$ cat src/rtl/mbc_pkg.sv
`timescale 1ns/1ps
package mbc_pkg;
  typedef enum logic [2:0] {
    ST_IDLE, ST_T1, ST_T2, ST_TW, ST_T3, ST_REL
  } bus_st_e;

  localparam logic [1:0] STAT_NONE  = 2'b00;
  localparam logic [1:0] STAT_WRITE = 2'b01;
  localparam logic [1:0] STAT_READ  = 2'b10;
  localparam logic [1:0] STAT_FETCH = 2'b11;
endpackage

$ cat src/rtl/mbc_rst_sync.sv
`timescale 1ns/1ps
module mbc_rst_sync #(
  parameter int STAGES = 2
) (
  input  logic clk,
  input  logic rst_in_n,
  output logic rst_o
);
  logic [STAGES-1:0] chain;

  for (genvar g = 0; g < STAGES; g++) begin : g_stage
    always_ff @(posedge clk or negedge rst_in_n) begin
      if (!rst_in_n) chain[g] <= 1'b0;
      else if (g == 0) chain[g] <= 1'b1;
      else chain[g] <= chain[(g == 0) ? 0 : g-1];
    end
  end

  assign rst_o = ~chain[STAGES-1];


  rst_hold_low_chk: assert property (@(posedge clk) !rst_in_n |-> rst_o);
endmodule

$ cat src/rtl/mbc_seq.sv
`timescale 1ns/1ps
module mbc_seq
  import mbc_pkg::*;
#(
  parameter int ADDR_W = 16,
  parameter int DATA_W = 8
) (
  input  logic              clk,
  input  logic              rst,
  input  logic              req_valid,
  output logic              req_ready,
  input  logic [ADDR_W-1:0] req_addr,
  input  logic [DATA_W-1:0] req_wdata,
  input  logic              req_write,
  input  logic              req_io,
  input  logic              req_fetch,
  input  logic              ready_i,
  input  logic              hold_i,
  input  logic [DATA_W-1:0] ad_i,
  output bus_st_e           state,
  output logic [ADDR_W-1:0] cur_addr,
  output logic [DATA_W-1:0] cur_wdata,
  output logic              cur_write,
  output logic              cur_io,
  output logic              cur_fetch,
  output logic              rsp_valid,
  output logic [DATA_W-1:0] rsp_rdata
);
  bus_st_e nxt;
  logic    at_boundary;
  logic    take;

  assign at_boundary = (state == ST_IDLE) || (state == ST_T3);
  assign req_ready   = at_boundary && !hold_i && !rst;
  assign take        = req_valid && req_ready;

  always_comb begin
    nxt = state;
    case (state)
      ST_IDLE, ST_T3: begin
        if (hold_i)         nxt = ST_REL;
        else if (req_valid) nxt = ST_T1;
        else                nxt = ST_IDLE;
      end
      ST_T1:        nxt = ST_T2;
      ST_T2, ST_TW: nxt = ready_i ? ST_T3 : ST_TW;
      ST_REL:       nxt = hold_i ? ST_REL : ST_IDLE;
      default:      nxt = ST_IDLE;
    endcase
  end

  always_ff @(posedge clk or posedge rst) begin
    if (rst) begin
      state     <= ST_IDLE;
      cur_addr  <= '0;
      cur_wdata <= '0;
      cur_write <= 1'b0;
      cur_io    <= 1'b0;
      cur_fetch <= 1'b0;
      rsp_valid <= 1'b0;
      rsp_rdata <= '0;
    end else begin
      state     <= nxt;
      rsp_valid <= (state == ST_T3);
      if (state == ST_T3 && !cur_write) rsp_rdata <= ad_i;
      if (take) begin
        cur_addr  <= req_addr;
        cur_wdata <= req_wdata;
        cur_write <= req_write && !req_fetch;
        cur_io    <= req_io;
        cur_fetch <= req_fetch;
      end
    end
  end


  wait_insert_chk: assert property (@(posedge clk) disable iff (rst)
    ((state == ST_T2 || state == ST_TW) && !ready_i) |=> (state == ST_TW));

  t1_from_boundary_chk: assert property (@(posedge clk) disable iff (rst)
    (state == ST_T1) |-> ($past(state) == ST_IDLE || $past(state) == ST_T3));

  done_after_t3_chk: assert property (@(posedge clk) disable iff (rst)
    rsp_valid |-> ($past(state) == ST_T3));

  hold_no_abort_chk: assert property (@(posedge clk) disable iff (rst)
    (state == ST_T1 && hold_i) |=> (state == ST_T2));
endmodule

$ cat src/rtl/mbc_pins.sv
`timescale 1ns/1ps
module mbc_pins
  import mbc_pkg::*;
#(
  parameter int ADDR_W = 16,
  parameter int DATA_W = 8
) (
  input  logic              clk,
  input  logic              rst,
  input  bus_st_e           state,
  input  logic [ADDR_W-1:0] cur_addr,
  input  logic [DATA_W-1:0] cur_wdata,
  input  logic              cur_write,
  input  logic              cur_io,
  input  logic              cur_fetch,
  output logic [ADDR_W-DATA_W-1:0] a_hi,
  output logic              bus_oe,
  output logic [DATA_W-1:0] ad_o,
  output logic              ad_oe,
  output logic              ale,
  output logic              rd_n,
  output logic              wr_n,
  output logic              io_m,
  output logic [1:0]        stat,
  output logic              hlda
);
  logic in_cycle, strobe, data_phase;

  assign in_cycle   = (state == ST_T1) || (state == ST_T2) ||
                      (state == ST_TW) || (state == ST_T3);
  assign strobe     = (state == ST_T2) || (state == ST_TW);
  assign data_phase = strobe || (state == ST_T3);

  always_comb begin
    a_hi   = in_cycle ? cur_addr[ADDR_W-1:DATA_W] : '0;
    bus_oe = (state != ST_REL);
    hlda   = (state == ST_REL);
    ale    = (state == ST_T1);
    rd_n   = !(strobe && !cur_write);
    wr_n   = !(strobe && cur_write);
    io_m   = in_cycle && cur_io;
    ad_oe  = (state == ST_T1) || (cur_write && data_phase);
    if (state == ST_T1)              ad_o = cur_addr[DATA_W-1:0];
    else if (cur_write && data_phase) ad_o = cur_wdata;
    else                             ad_o = '0;
    if (!in_cycle)      stat = STAT_NONE;
    else if (cur_fetch) stat = STAT_FETCH;
    else if (cur_write) stat = STAT_WRITE;
    else                stat = STAT_READ;
  end


  ale_drives_addr_chk: assert property (@(posedge clk) disable iff (rst)
    ale |-> (ad_oe && bus_oe));

  rd_no_contention_chk: assert property (@(posedge clk) disable iff (rst)
    !rd_n |-> !ad_oe);

  strobe_excl_chk: assert property (@(posedge clk) disable iff (rst)
    !wr_n |-> rd_n);

  released_float_chk: assert property (@(posedge clk) disable iff (rst)
    hlda |-> (!bus_oe && !ad_oe));
endmodule

$ cat src/rtl/mux_bus_ctrl.sv
`timescale 1ns/1ps
module mux_bus_ctrl
  import mbc_pkg::*;
#(
  parameter int ADDR_W      = 16,
  parameter int DATA_W      = 8,
  parameter int SYNC_STAGES = 2
) (
  input  logic              clk,
  input  logic              rst_in_n,
  output logic              rst_out,
  input  logic              req_valid,
  output logic              req_ready,
  input  logic [ADDR_W-1:0] req_addr,
  input  logic [DATA_W-1:0] req_wdata,
  input  logic              req_write,
  input  logic              req_io,
  input  logic              req_fetch,
  output logic              rsp_valid,
  output logic [DATA_W-1:0] rsp_rdata,
  output logic [ADDR_W-DATA_W-1:0] a_hi,
  output logic              bus_oe,
  output logic [DATA_W-1:0] ad_o,
  input  logic [DATA_W-1:0] ad_i,
  output logic              ad_oe,
  output logic              ale,
  output logic              rd_n,
  output logic              wr_n,
  output logic              io_m,
  output logic [1:0]        stat,
  input  logic              ready,
  input  logic              hold,
  output logic              hlda
);
  bus_st_e           state;
  logic [ADDR_W-1:0] cur_addr;
  logic [DATA_W-1:0] cur_wdata;
  logic              cur_write, cur_io, cur_fetch;

  mbc_rst_sync #(.STAGES(SYNC_STAGES)) u_rst (
    .clk(clk), .rst_in_n(rst_in_n), .rst_o(rst_out)
  );

  mbc_seq #(.ADDR_W(ADDR_W), .DATA_W(DATA_W)) u_seq (
    .clk(clk), .rst(rst_out),
    .req_valid(req_valid), .req_ready(req_ready),
    .req_addr(req_addr), .req_wdata(req_wdata),
    .req_write(req_write), .req_io(req_io), .req_fetch(req_fetch),
    .ready_i(ready), .hold_i(hold), .ad_i(ad_i),
    .state(state), .cur_addr(cur_addr), .cur_wdata(cur_wdata),
    .cur_write(cur_write), .cur_io(cur_io), .cur_fetch(cur_fetch),
    .rsp_valid(rsp_valid), .rsp_rdata(rsp_rdata)
  );

  mbc_pins #(.ADDR_W(ADDR_W), .DATA_W(DATA_W)) u_pins (
    .clk(clk), .rst(rst_out), .state(state),
    .cur_addr(cur_addr), .cur_wdata(cur_wdata),
    .cur_write(cur_write), .cur_io(cur_io), .cur_fetch(cur_fetch),
    .a_hi(a_hi), .bus_oe(bus_oe), .ad_o(ad_o), .ad_oe(ad_oe),
    .ale(ale), .rd_n(rd_n), .wr_n(wr_n), .io_m(io_m),
    .stat(stat), .hlda(hlda)
  );
endmodule

$ cat config.mk
export PLATFORM = sky130hd
export DESIGN_NAME = mux_bus_ctrl
export DESIGN_NICKNAME = d
export VERILOG_FILES = /design/src/rtl/mbc_pkg.sv /design/src/rtl/mbc_rst_sync.sv /design/src/rtl/mbc_seq.sv /design/src/rtl/mbc_pins.sv /design/src/rtl/mux_bus_ctrl.sv
export SDC_FILE = /design/constraint.sdc
export NUM_CORES = 1
export LEC_CHECK = 0
export ABC_AREA = 1
export BUFFER_PORTS_ARGS = -buffer_cell sky130_fd_sc_hd__buf_2
export CAP_MARGIN = 0
export CELL_PAD_IN_SITES_DETAIL_PLACEMENT = 1
export CELL_PAD_IN_SITES_GLOBAL_PLACEMENT = 1
export CORE_MARGIN = 2
export CORE_UTILIZATION = 34
export CTS_BUF_LIST = sky130_fd_sc_hd__clkbuf_16
export DETAILED_ROUTE_END_ITERATION = 16
export GPL_TIMING_DRIVEN = 0
export HOLD_SLACK_MARGIN = 0.06
export PLACE_DENSITY = 0.77
export SYNTH_ARGS = -nofsm -noshare
export SYNTH_HDL_FRONTEND = slang
export SYNTH_SLANG_ARGS = --single-unit
export TNS_END_PERCENT = 100
$ cat constraint.sdc
create_clock -name clk -period 2 [get_ports clk]
set_clock_uncertainty 0.05 [all_clocks]
set_input_delay 0.2 -clock clk [delete_from_list [all_inputs] [get_ports clk]]
set_output_delay 0.2 -clock clk [all_outputs]
set_load 0.005 [all_outputs]
Yosys cells after proc, flatten, opt, wreduce, memory -nomap -nowiden

Cells that the tools add are included.
Widths: inputs -> output; s select.

Output and inout bits: 36
Input bits: 40
Register bits: 41

Equal/unequal tests: 6
Reductions and logical operators: 24
Multiplexer cells: 11
Bitwise gates (word level): 1

Operators by type and width:

| cell               | number |
|---|---|
| $mux 8             | 3 |
| $pmux 3 s4         | 1 |
| $logic_and 1x1->1  | 9 |
| $mux 3             | 3 |
| $logic_or 1x1->1   | 7 |
| $eq 3x2->1 const B | 2 |
| $eq 3x3->1 const B | 2 |
| $mux 2             | 3 |
| $logic_not 1->1    | 5 |
| $reduce_or 2->1    | 2 |
| $eq 3x1->1 const B | 1 |
| $logic_not 3->1    | 1 |
| $ne 3x3->1 const B | 1 |
| $mux 1             | 1 |
| $not 1->1          | 1 |

Longest topological paths before layout

Gate-level depths: netlist of the first run.

Depth after elaboration: 6
Depth in mapped cells: 6

Modules after synthesis

A second synthesis of the first run with hierarchy kept.

Cell total of the unflattened synthesis: 242
Area total of the unflattened synthesis: 1993.2 sq um

By module, submodules not included:

| module       | sequential area each (sq um) | times used | cells an instance | area an instance (sq um) |
|---|---|---|---|---|
| mbc_seq      | 975.9                        | 1          | 178               | 1666.6 |
| mbc_pins     | 0.0                          | 1          | 60                | 269.0 |
| mbc_rst_sync | 50.0                         | 1          | 4                 | 57.6 |

Worst setup path after synthesis of the first run

No wires, ideal clock.

Kind: register to register
Start point: register u_rst.chain[1]
End point: register u_seq.cur_fetch
Setup time: 0.117 ns
Data required time: 1.833 ns
Period minus slack after synthesis: 2.253 ns
Stages on the path, launching flop included: 7
Setup slack: -0.253 ns
Arrival: 2.086 ns
Cell sequence: dfrtp_1 > inv_1 > nor2_4 > nand3_4 > buf_4 > nand2_1 > nand2_1

Cells in the longest elaborated chain, start to end: 2

RTL lines:

| item                              | RTL line           | text |
|---|---|---|
| from (decl)                       | mbc_rst_sync.sv:9  | `logic [STAGES-1:0] chain;` |
| from (signal, indexed assignment) | mbc_rst_sync.sv:15 | `else chain[g] <= chain[(g == 0) ? 0 : g-1];` |
| $logic_and 1x1->1                 | mbc_seq.sv:34      | `assign req_ready = at_boundary && !hold_i && !rst;` |
| $logic_and 1x1->1                 | mbc_seq.sv:35      | `assign take = req_valid && req_ready;` |
| to (signal assigned)              | mbc_seq.sv:71      | `cur_fetch <= req_fetch;` |
| to (decl)                         | mbc_seq.sv:25      | `output logic cur_fetch,` |

Every way passes these cells.
A chain may end at the register's enable or synchronous reset.

Worst setup path in the final report of the first run

Start point: register u_seq.state[1]
End point: output a_hi[7]

Cells in the longest elaborated chain, start to end: 5
Elaborated cells on any way between the ends: 8
Those cells by class: eq/ne: 4; mux: 1; reduce/logical: 3

RTL lines:

| item                                            | RTL line           | text |
|---|---|---|
| from (decl)                                     | mbc_seq.sv:20      | `output bus_st_e state,` |
| from (signal assigned)                          | mbc_seq.sv:63      | `state <= nxt;` |
| $eq 3x1->1 / $eq 3x2->1 (equally long branches) | mbc_pins.sv:29     | `assign in_cycle = (state == ST_T1) \|\| (state == ST_T2) \|\|` |
| $logic_or 1x1->1 (2 in a row)                   | mbc_pins.sv:29     |  |
| $logic_or 1x1->1 (*)                            | mbc_pins.sv:30     | `(state == ST_TW) \|\| (state == ST_T3);` |
| $mux 8 (*)                                      | mbc_pins.sv:35     | `a_hi = in_cycle ? cur_addr[ADDR_W-1:DATA_W] : '0;` |
| to (decl)                                       | mux_bus_ctrl.sv:21 | `output logic [ADDR_W-DATA_W-1:0] a_hi,` |

Every way passes the cells marked *; elsewhere a longest branch is shown, timed or not.

==> results of run 1 <==
## worst paths after layout
kind,startpoint,to,slack [ns],cells after the start
max,u_seq.state[1],a_hi[7],0.14,7
min,ad_i[5],u_seq.rsp_rdata[5],0.07,3
max reg2reg,u_rst.chain[1],u_seq.cur_addr[3],0.27,6
min reg2reg,u_rst.chain[1],u_seq.cur_addr[14],0.17,0
max in group asynchronous,u_rst.chain[1],u_seq.cur_addr[11],1.33,1
min in group asynchronous,u_rst.chain[1],u_seq.cur_addr[14],0.17,0
## critical path, stage by stage, from the launching register on
cell and delay (ns):
dfrtp_1 0.48, nor2_4 0.24, nand2_2 0.10, inv_2 0.08
nor2_2 0.05, buf_6 0.14, nor2_1 0.11, buf_2 0.13
## repair_timing
item	4_1_cts	5_1_grt
setup buffers	0	1
resized for setup	1	0
endpoints found under the hold margin	2	0
setup endpoints to repair	28	22
hold buffers	1	0
## cell usage in the layout (no fill, tap or decap), drive strengths merged
| master | synthesis | layout |
|---|---|---|
| nand2 | 111 | 111 |
| buf | 12 | 88 |
| dfrtp | 41 | 41 |
| nand4 | 28 | 28 |
| inv | 19 | 20 |
| nor2 | 20 | 20 |
| clkbuf | 0 | 5 |
| nand3 | 5 | 5 |
| nor3 | 2 | 2 |
| nor4 | 1 | 1 |
| o21ai | 1 | 1 |
| clkinv | 0 | 1 |
| bufinv | 0 | 1 |
| dlygate4sd3 | 0 | 1 |
| conb | 1 | 1 |
## stage by stage
step | setup TNS (ns) | setup slack, ns | util, %
6_report | 0 | 0.141 | 47.6
5_1_grt | 0 | 0.0323 | 47.6
4_1_cts | 0 | 0.0147 | 47.1
3_5_place_dp | -4.01 | -0.223 | 43.8
3_3_place_gp | -3.64 | -0.183 | 43.8
2_1_floorplan | 0 | 0.189 | -
## cells by family (layout without fill, tap and decap cells)
group,count (synthesis),count (layout),synth area share (%)
other cells,1,1,0.191
simple gates,167,167,39.3
compound gates,1,1,0.255
flops,41,41,52.3
buf+inv,31,116,7.91
## Yosys cell counts
library cell  number
conb_1             1
nor3_4             1
dfrtp_1           41
inv_2              3
nor2_4             3
o21ai_0            1
nand3_1            4
buf_4              2
nor2_2             2
nand2_1          108
nor3_1             1
nor4_1             1
nand4_1           28
inv_1             16
nor2_1            15
nand2_2            2
nand2_4            1
buf_2              7
nand3_4            1
buf_6              3
## where the power goes
group	internal (uW)	leakage [uW]	switching [uW]
Sequential	1210	0.000509	264
Combinational	645	0.000916	929
Clock	586	0.0000852	320
## routing by layer
metal | wire (um) | GRT usage, % | vias up
li1 | - | - | 933
met1 | 2490 | 23.8 | 908
met2 | 2800 | 32.5 | 53
met3 | 311 | 3.28 | 5
met4 | 55 | 5.25 | 0
met5 | 0 | 0 | -
## state kept, by name (all words and copies together) (netlist names)
| name | cells |
|---|---|
| u_seq.cur_addr | 16 |
| u_seq.cur_wdata | 8 |
| u_seq.rsp_rdata | 8 |
| u_seq.state | 3 |
| u_rst.chain | 2 |
| u_seq.cur_fetch | 1 |
| u_seq.cur_io | 1 |
| u_seq.cur_write | 1 |
| u_seq.rsp_valid | 1 |
## final cells by class
type                            count  area, um2  area share, %
Buffer                             12       83.8           3.18
Sequential cell                    41       1030           39.1
Clock inverter                      3       42.5           1.61
Multi-Input combinational cell    169        781           29.6
Timing Repair Buffer               77        413           15.7
Inverter                           19       71.3           2.71
Tap cell                           72       90.1           3.42
Clock buffer                        5        125           4.75
==> qor.csv, run 1 <==
stage,metric,value,unit
power_and_ir_drop,total_power,3960,uW
cts,tritoncts,done,
logic_synthesis,synth-seq-area-share,52.3,%
critical_path,crit_fanout,10,
sta,maxSlewViolCount,0,
route,vias,1899,
power_and_ir_drop,ir_drop,0.510,mV
sta,max_freq,538,MHz
placed_design,dpl.hpwl,4120,um
route,avgViaCountPerCell,4.77,
cts,htree_levels,2,
logic_synthesis,synthesis.instances,241,
floorplan,ios,76,
hold_path,hp-class,primary input to flip-flop,
final_layout,final_area,2640,um2
logic_synthesis,yosysTopAreaCellShare,52.3,%
cts,cts_buffers,5,
logic_synthesis,synth_cell_types,20,
sta,hold_viol_final,0,
final_layout,fillers,733,
grt,antenna_found_initial,0,
floorplan,dieWidth,80.0,um
critical_path,required,1.75,ns
final_layout,finalNetCount,365,
final_layout,area_growth,34.4,%
logic_synthesis,syn_area,1960,um2
critical_path,crit_path_start_kind,flip-flop,
final_layout,final_layout_size_suffix_gt1_share,33.4,%
floorplan,core.rowCount,27,
placed_design,port_buffers,75,
critical_path,critPathKind,flip-flop to primary output,
floorplan,dieArea,6390,um2
final_layout,diodes,0,
sta,rsz0062_at_grt,no,
cts,clock-sinks,41,
sta,whs,0.0671,ns
grt,grt_pass1_wl,9290,um
route,drt.antenna.violating_nets,0,
power_and_ir_drop,power_density,1500,nW/um2
flow_run,cap_violations,0,
logic_synthesis,ys_warn_count,0,
floorplan,die_y,80.0,um
grt,grt-ovfl-total,0,
route,drt-wirelength-per-cell,14.2,um
placed_design,dpl_cell_area,2430,um2
sta,fin_crit_sh,93.0,%
critical_path,arrival,1.61,ns
placed_design,globalplace.congestion,0.743,
placed_design,placed_cells,388,
floorplan,start_util,35.4,%
route,drtIter0Drc,85,
grt,grt_max_degree,41,
final_layout,stdcell_count,398,
cts,root_buffer,clkbuf_16,
cts,cts.clk_slew.worst_paths,0.06,ns
sta,layout_min_cycle_time,1.86,ns
cts,ctsLongestPathBuffers,2,
route,drt_wl_total,5660,um
logic_synthesis,synth_fp_nets,281,
logic_synthesis,syn_avg_cell_area,8.14,um2
route,drc,0,
power_and_ir_drop,p_leak,0.00151,uW
grt,first_global_vias,1954,
critical_path,cp-end-kind,primary output,
cts,clock_latency,0.28,ns
floorplan,fp.coreArea,5540,um2
route,firstDrtPassIters,4,
sta,finalSetupViolations,0,
logic_synthesis,synth_area_leader_cell,dfrtp_1,
logic_synthesis,ys_ff_latch,41,
status,status,completed,
grt,grtUsageTotal,18.7,%
logic_synthesis,yosys-top-cells-area,"dfrtp_1 52%, nand2_1 21%, nand4_1 8.9%",
No activity file was read; power rests on OpenSTA's default activity.
==> run 2: changes to the inputs <==
--- a/config.mk
+++ b/config.mk
@@ -12,9 +12,8 @@
 export CELL_PAD_IN_SITES_GLOBAL_PLACEMENT = 1
 export CORE_MARGIN = 2
 export CORE_UTILIZATION = 34
-export CTS_BUF_LIST = sky130_fd_sc_hd__clkbuf_16
 export DETAILED_ROUTE_END_ITERATION = 16
-export GPL_TIMING_DRIVEN = 0
+export GPL_TIMING_DRIVEN = 1
 export HOLD_SLACK_MARGIN = 0.06
 export PLACE_DENSITY = 0.77
 export SYNTH_ARGS = -nofsm -noshare
==> run 2 against run 1 <==
Compared with the run above:
- register-to-register slack improved by 0.09 ns
- power fell by 9.8%
- worst hold slack got worse by 0.0030 ns
- design area fell by 3.4%
- sequential share of layout area rose by 1.3 points
- non-clock buffer count fell by 3
- maximum frequency rose by 2.5%
- clock power fell by 38%
- combinational power fell by 3%
- setup slack improved by 0.044 ns
- largest cell class unchanged
==> qor.csv, run 2 (same netlist as run 1, synthesis figures left out) <==
stage,metric,value,unit,change
route,drt_wl_total,5640,um,was 5660 um
power_and_ir_drop,p_leak,0.00145,uW,was 0.00151 uW
hold_path,hp-class,primary input to flip-flop,,unchanged
route,avgViaCountPerCell,4.74,,was 4.77
critical_path,crit_slowest_cell,dfrtp_1,,unchanged
placed_design,globalplace.congestion,0.770,,was 0.743
route,firstDrtPassIters,4,,unchanged
final_layout,regArea,1030,um2,about the same
placed_design,port_buffers,75,,unchanged
final_layout,area_growth,29.8,%,was 34.4%
final_layout,finalNetCount,362,,was 365
power_and_ir_drop,power_density,1400,nW/um2,was 1500 nW/um2
cts,tritoncts,done,,unchanged
critical_path,crit_fanout,11,,was 10
floorplan,core.rowCount,27,,unchanged
route,drc,0,,unchanged
grt,antenna_found_initial,0,,unchanged
critical_path,arrival,1.56,ns,was 1.61 ns
hold_path,hold_path_depth,3,,unchanged
sta,worst_slack,0.185,ns,was 0.141 ns
sta,hold_viol_final,0,,unchanged
sta,finalSetupViolations,0,,unchanged
power_and_ir_drop,ir_drop,0.510,mV,about the same
cts,clock-sinks,41,,unchanged
critical_path,required,1.75,ns,about the same
sta,max_freq,551,MHz,was 538 MHz
final_layout,layout_commonest_cell,nand2_1,,unchanged
grt,grt_pass1_wl,9370,um,was 9290 um
floorplan,start_util,35.4,%,unchanged
route,drt.antenna.violating_nets,0,,unchanged
final_layout,multiInputGateArea,786,um2,was 781 um2
cts,htree_levels,2,,unchanged
cts,clock_latency,0.29,ns,was 0.28 ns
floorplan,ios,76,,unchanged
cts,root_buffer,clkbuf_8,,was clkbuf_16
grt,grt-ovfl-total,0,,unchanged
critical_path,reg2regPathDepth,5,,was 6
placed_design,place_ws,0.336,ns,was -0.223 ns
placed_design,dpl_cell_area,2380,um2,was 2430 um2
route,drt-wirelength-per-cell,14.3,um,was 14.2 um
critical_path,critPathBufInv,1,,was 3
final_layout,largest_register_ffs,16,,unchanged
critical_path,max_stage_delay,0.47,ns,was 0.48 ns
grt,first_global_vias,2005,,"was 1,954"
floorplan,die_y,80.0,um,unchanged
grt,grt_max_degree,40,,was 41
critical_path,cp-end-kind,primary output,,unchanged
final_layout,reg_top3,"u_seq.cur_addr x16, u_seq.cur_wdata x8, u_seq.rsp_rdata x8",,unchanged
sta,rsz0062_at_grt,no,,unchanged
sta,maxSlewViolCount,0,,unchanged
critical_path,path_depth,5,,was 7
floorplan,fp.coreArea,5540,um2,unchanged
critical_path,cp_top_family,simple AND/OR/NAND/NOR gates,,unchanged
placed_design,dpl.hpwl,3970,um,was 4120 um
power_and_ir_drop,total_power,3570,uW,was 3960 uW
cts,cts.clk_slew.worst_paths,0.07,ns,was 0.06 ns
floorplan,dieWidth,80.0,um,unchanged
final_layout,final_layout_size_suffix_gt1_share,31.3,%,was 33.4%
flow_run,cap_violations,0,,unchanged
final_layout,top_register,u_seq.cur_addr,,unchanged
final_layout,final_area,2550,um2,was 2640 um2
cts,ctsLongestPathBuffers,2,,unchanged
final_layout,mostFrequentLayoutCells,"108 x nand2_1, 75 x buf_2, 40 x dfrtp_1",,"was 108 x nand2_1, 82 x buf_2, 40 x dfrtp_1"
sta,fin_crit_sh,90.7,%,was 93.0%
sta,whs,0.0641,ns,was 0.0671 ns
route,drtIter0Drc,83,,was 85
grt,grtUsageTotal,18.8,%,was 18.7%
final_layout,diodes,0,,unchanged
critical_path,crit_path_cell_trace,nor2_4 > nor2_1 > nor2_4 > nor2_1 > buf_2,,was nor2_4 > nand2_2 > inv_2 > nor2_2 > buf_6 > nor2_1 > buf_2
critical_path,critPathKind,flip-flop to primary output,,unchanged
cts,cts_buffers,5,,unchanged
sta,setup_tns,0,ns,unchanged
sta,layout_min_cycle_time,1.81,ns,was 1.86 ns
final_layout,fillers,708,,was 733
route,vias,1872,,"was 1,899"
status,status,completed,,unchanged
critical_path,crit_path_start_kind,flip-flop,,unchanged
floorplan,dieArea,6390,um2,unchanged
[run 2: changes by cell type in the layout (fill, tap and decap cells not counted), moves of 2 or more]
cell           before  now
buf_6               3    0
dlygate4sd3_1       1    5
clkbuf_1            0    2
buf_2              82   75
clkbuf_16           5    0
clkbuf_8            0    6
buf_4               2    5
[run 2: final cells by class]
type	instances	share of cell area [%]
clock buffers	8	3.54
inverters	19	2.80
multi-input cells	169	30.8
flip-flops and latches	41	40.3
well taps	72	3.54
repair buffers	86	19.0
[run 2: worst paths after layout]
check | end | slack [ns] | start
worst min-delay path | u_seq.rsp_rdata[1] | 0.06 | ad_i[1]
worst min register to register | u_seq.cur_write | 0.29 | u_rst.chain[1]
min in group asynchronous | u_rst.chain[1] | 0.18 | rst_in_n
max in group asynchronous | u_seq.cur_addr[14] | 1.27 | u_rst.chain[1]
worst max-delay path | stat[1] | 0.19 | u_seq.state[1]
worst max register to register | u_seq.cur_wdata[3] | 0.36 | u_seq.state[1]
[run 2: stage by stage]
stage | util [%] | cells
floorplan | - | 241
global placement | 43.0 | 381
detailed placement | 43.0 | 381
CTS | 45.6 | 394
global route | 46.0 | 395
finish | 46.0 | 395
[run 2: power breakdown]
group	switching, uW	internal, uW	total (uW)	leakage, uW
clock	276	282	558	0.0000455
sequential	271	1210	1480	0.000509
combinational	907	623	1530	0.000898
total	1450	2120	3570	0.00145
[run 2: layer usage]
layer / vias up / global-route usage [%] / wire [um]
met3: 4 / 4.07 / 276
met4: 0 / 4.58 / 32
li1: 924 / - / -
met5: - / 0 / 0
met2: 54 / 31.5 / 2680
met1: 890 / 24.6 / 2660
[run 2: timing repair]
| action | CTS | global route |
|---|---|---|
| pin swaps | 0 | 1 |
| hold endpoints to repair | 6 | 0 |
| resized for setup | 1 | 0 |
| endpoints found under the setup margin | 2 | 1 |
| setup buffers | 0 | 1 |
| hold buffers | 5 | 0 |
[run 2: tightest hold or removal path, cell delays in order]
cell	delay (ns)
buf_2	0.08
nand2_1	0.04
nand2_1	0.05
==> run 3: changes to the inputs <==
--- a/config.mk
+++ b/config.mk
@@ -16,6 +16,7 @@
 export GPL_TIMING_DRIVEN = 1
 export HOLD_SLACK_MARGIN = 0.06
 export PLACE_DENSITY = 0.77
+export RECOVER_POWER = 25
 export SYNTH_ARGS = -nofsm -noshare
 export SYNTH_HDL_FRONTEND = slang
 export SYNTH_SLANG_ARGS = --single-unit
==> run 3 against run 2 <==
Compared with the run above:
- die area stayed put
- largest power group unchanged
- flip-flop and latch count stayed put
- largest cell class unchanged
- utilization down 0.068 points
- critical path depth stayed put
- setup slack about the same
- combinational power barely moved
- sequential power about the same
==> qor.csv, run 3 (same netlist as run 1, synthesis figures left out) <==
stage,metric,value,unit,change
final_layout,reg_top3,"u_seq.cur_addr x16, u_seq.cur_wdata x8, u_seq.rsp_rdata x8",,unchanged
power_and_ir_drop,ir_drop,0.510,mV,about the same
cts,clock_latency,0.29,ns,about the same
route,drt_wl_total,5640,um,about the same
floorplan,ios,76,,unchanged
critical_path,crit_path_start_kind,flip-flop,,unchanged
route,avgViaCountPerCell,4.73,,was 4.74
critical_path,crit_fanout,11,,unchanged
route,vias,1870,,"was 1,872"
cts,ctsLongestPathBuffers,2,,unchanged
route,drt-wirelength-per-cell,14.3,um,about the same
grt,grt-ovfl-total,0,,unchanged
floorplan,die_y,80.0,um,unchanged
final_layout,stdcell_count,395,,unchanged
floorplan,start_util,35.4,%,unchanged
critical_path,required,1.75,ns,about the same
critical_path,cp-end-kind,primary output,,unchanged
placed_design,globalplace.congestion,0.770,,unchanged
route,drc,0,,unchanged
sta,finalSetupViolations,0,,unchanged
floorplan,core.rowCount,27,,unchanged
route,drt.antenna.violating_nets,0,,unchanged
cts,htree_levels,2,,unchanged
hold_path,hp-class,primary input to flip-flop,,unchanged
grt,first_global_vias,2005,,unchanged
final_layout,fillers,710,,was 708
placed_design,placed_cells,381,,unchanged
cts,root_buffer,clkbuf_8,,unchanged
placed_design,place_ws,0.336,ns,unchanged
final_layout,finalNetCount,362,,unchanged
sta,worst_slack,0.185,ns,about the same
sta,maxSlewViolCount,0,,unchanged
final_layout,diodes,0,,unchanged
power_and_ir_drop,p_leak,0.00145,uW,about the same
placed_design,dpl.hpwl,3970,um,unchanged
final_layout,final_util,45.9,%,was 46.0%
sta,fin_crit_sh,90.7,%,about the same
cts,cts_buffers,5,,unchanged
floorplan,fp.coreArea,5540,um2,unchanged
sta,relSlewSlack,36.0,%,
sta,max_freq,551,MHz,about the same
cts,tritoncts,done,,unchanged
cts,clock-sinks,41,,unchanged
placed_design,port_buffers,75,,unchanged
critical_path,critPathKind,flip-flop to primary output,,unchanged
critical_path,arrival,1.56,ns,about the same
route,firstDrtPassIters,4,,unchanged
floorplan,dieArea,6390,um2,unchanged
grt,grt_max_degree,40,,unchanged
route,drtIter0Drc,83,,unchanged
grt,grt_pass1_wl,9370,um,unchanged
sta,whs,0.0640,ns,was 0.0641 ns
grt,antenna_found_initial,0,,unchanged
sta,hold_viol_final,0,,unchanged
final_layout,final_layout_size_suffix_gt1_share,31.0,%,was 31.3%
cts,cts.clk_slew.worst_paths,0.07,ns,about the same
final_layout,layout_commonest_cell,nand2_1,,unchanged
power_and_ir_drop,power_density,1400,nW/um2,about the same
sta,layout_min_cycle_time,1.81,ns,about the same
sta,worstMarginPinSlew,0.959,ns,
final_layout,area_growth,29.7,%,was 29.8%
final_layout,top_register,u_seq.cur_addr,,unchanged
sta,setup_tns,0,ns,unchanged
final_layout,mostFrequentLayoutCells,"108 x nand2_1, 74 x buf_2, 40 x dfrtp_1",,"was 108 x nand2_1, 75 x buf_2, 40 x dfrtp_1"
flow_run,cap_violations,0,,unchanged
status,status,completed,,unchanged
final_layout,largest_register_ffs,16,,unchanged
grt,grtUsageTotal,18.8,%,unchanged
floorplan,dieWidth,80.0,um,unchanged
sta,rsz0062_at_grt,no,,unchanged
run 3: per-stage QoR:
step           total power, uW  area (um2)
2_1_floorplan             2410        1960
3_3_place_gp              2920        2380
3_5_place_dp              2980        2380
4_1_cts                   3580        2530
5_1_grt                   3920        2540
6_report                  3570        2540
run 3: worst paths after layout:
path / to / slack (ns) / depth (start not counted) / startpoint
worst max-delay path: stat[1] / 0.19 / 5 / u_seq.state[1]
worst min-delay path: u_seq.rsp_rdata[1] / 0.06 / 3 / ad_i[1]
worst min register to register: u_rst.chain[1] / 0.31 / 0 / u_rst.chain[0]
worst max register to register: u_seq.cur_wdata[3] / 0.36 / 5 / u_seq.state[1]
min in group asynchronous: u_rst.chain[1] / 0.19 / 2 / rst_in_n
max in group asynchronous: u_seq.cur_addr[5] / 0.85 / 1 / u_rst.chain[1]
run 3: timing repair:
action                                  CTS  global route
endpoints found under the hold margin     6             0
endpoints found under the setup margin    2             1
hold buffers                              5             0
resized for setup                         1             0
pin swaps                                 0             1
setup buffers                             0             1
run 3: area by class of cell:
class,count,area (um2),share of cell area [%]
flip-flops and latches,41,1030,40.4
well taps,72,90.1,3.54
repair buffers,86,479,18.8
multi-input cells,169,786,30.9
clock buffers,8,90.1,3.54
inverters,19,71.3,2.80
run 3: critical path, stage by stage, from the launching register on:
cell	delay [ns]
dfrtp_1	0.47
nor2_4	0.20
nor2_1	0.10
nor2_4	0.30
nor2_1	0.08
buf_2	0.13
run 3: per-layer routing:
layer	track usage (%)	wire (um)
met2	31.5	2680
met3	4.07	275
met4	4.58	32
met5	0	0
met1	24.6	2650
run 3: power breakdown:
part | leakage (uW) | internal, uW | total (uW) | switching (uW)
clock | 0.0000455 | 282 | 558 | 276
sequential | 0.000509 | 1210 | 1480 | 271
combinational | 0.000895 | 622 | 1530 | 906
total | 0.00145 | 2110 | 3570 | 1450
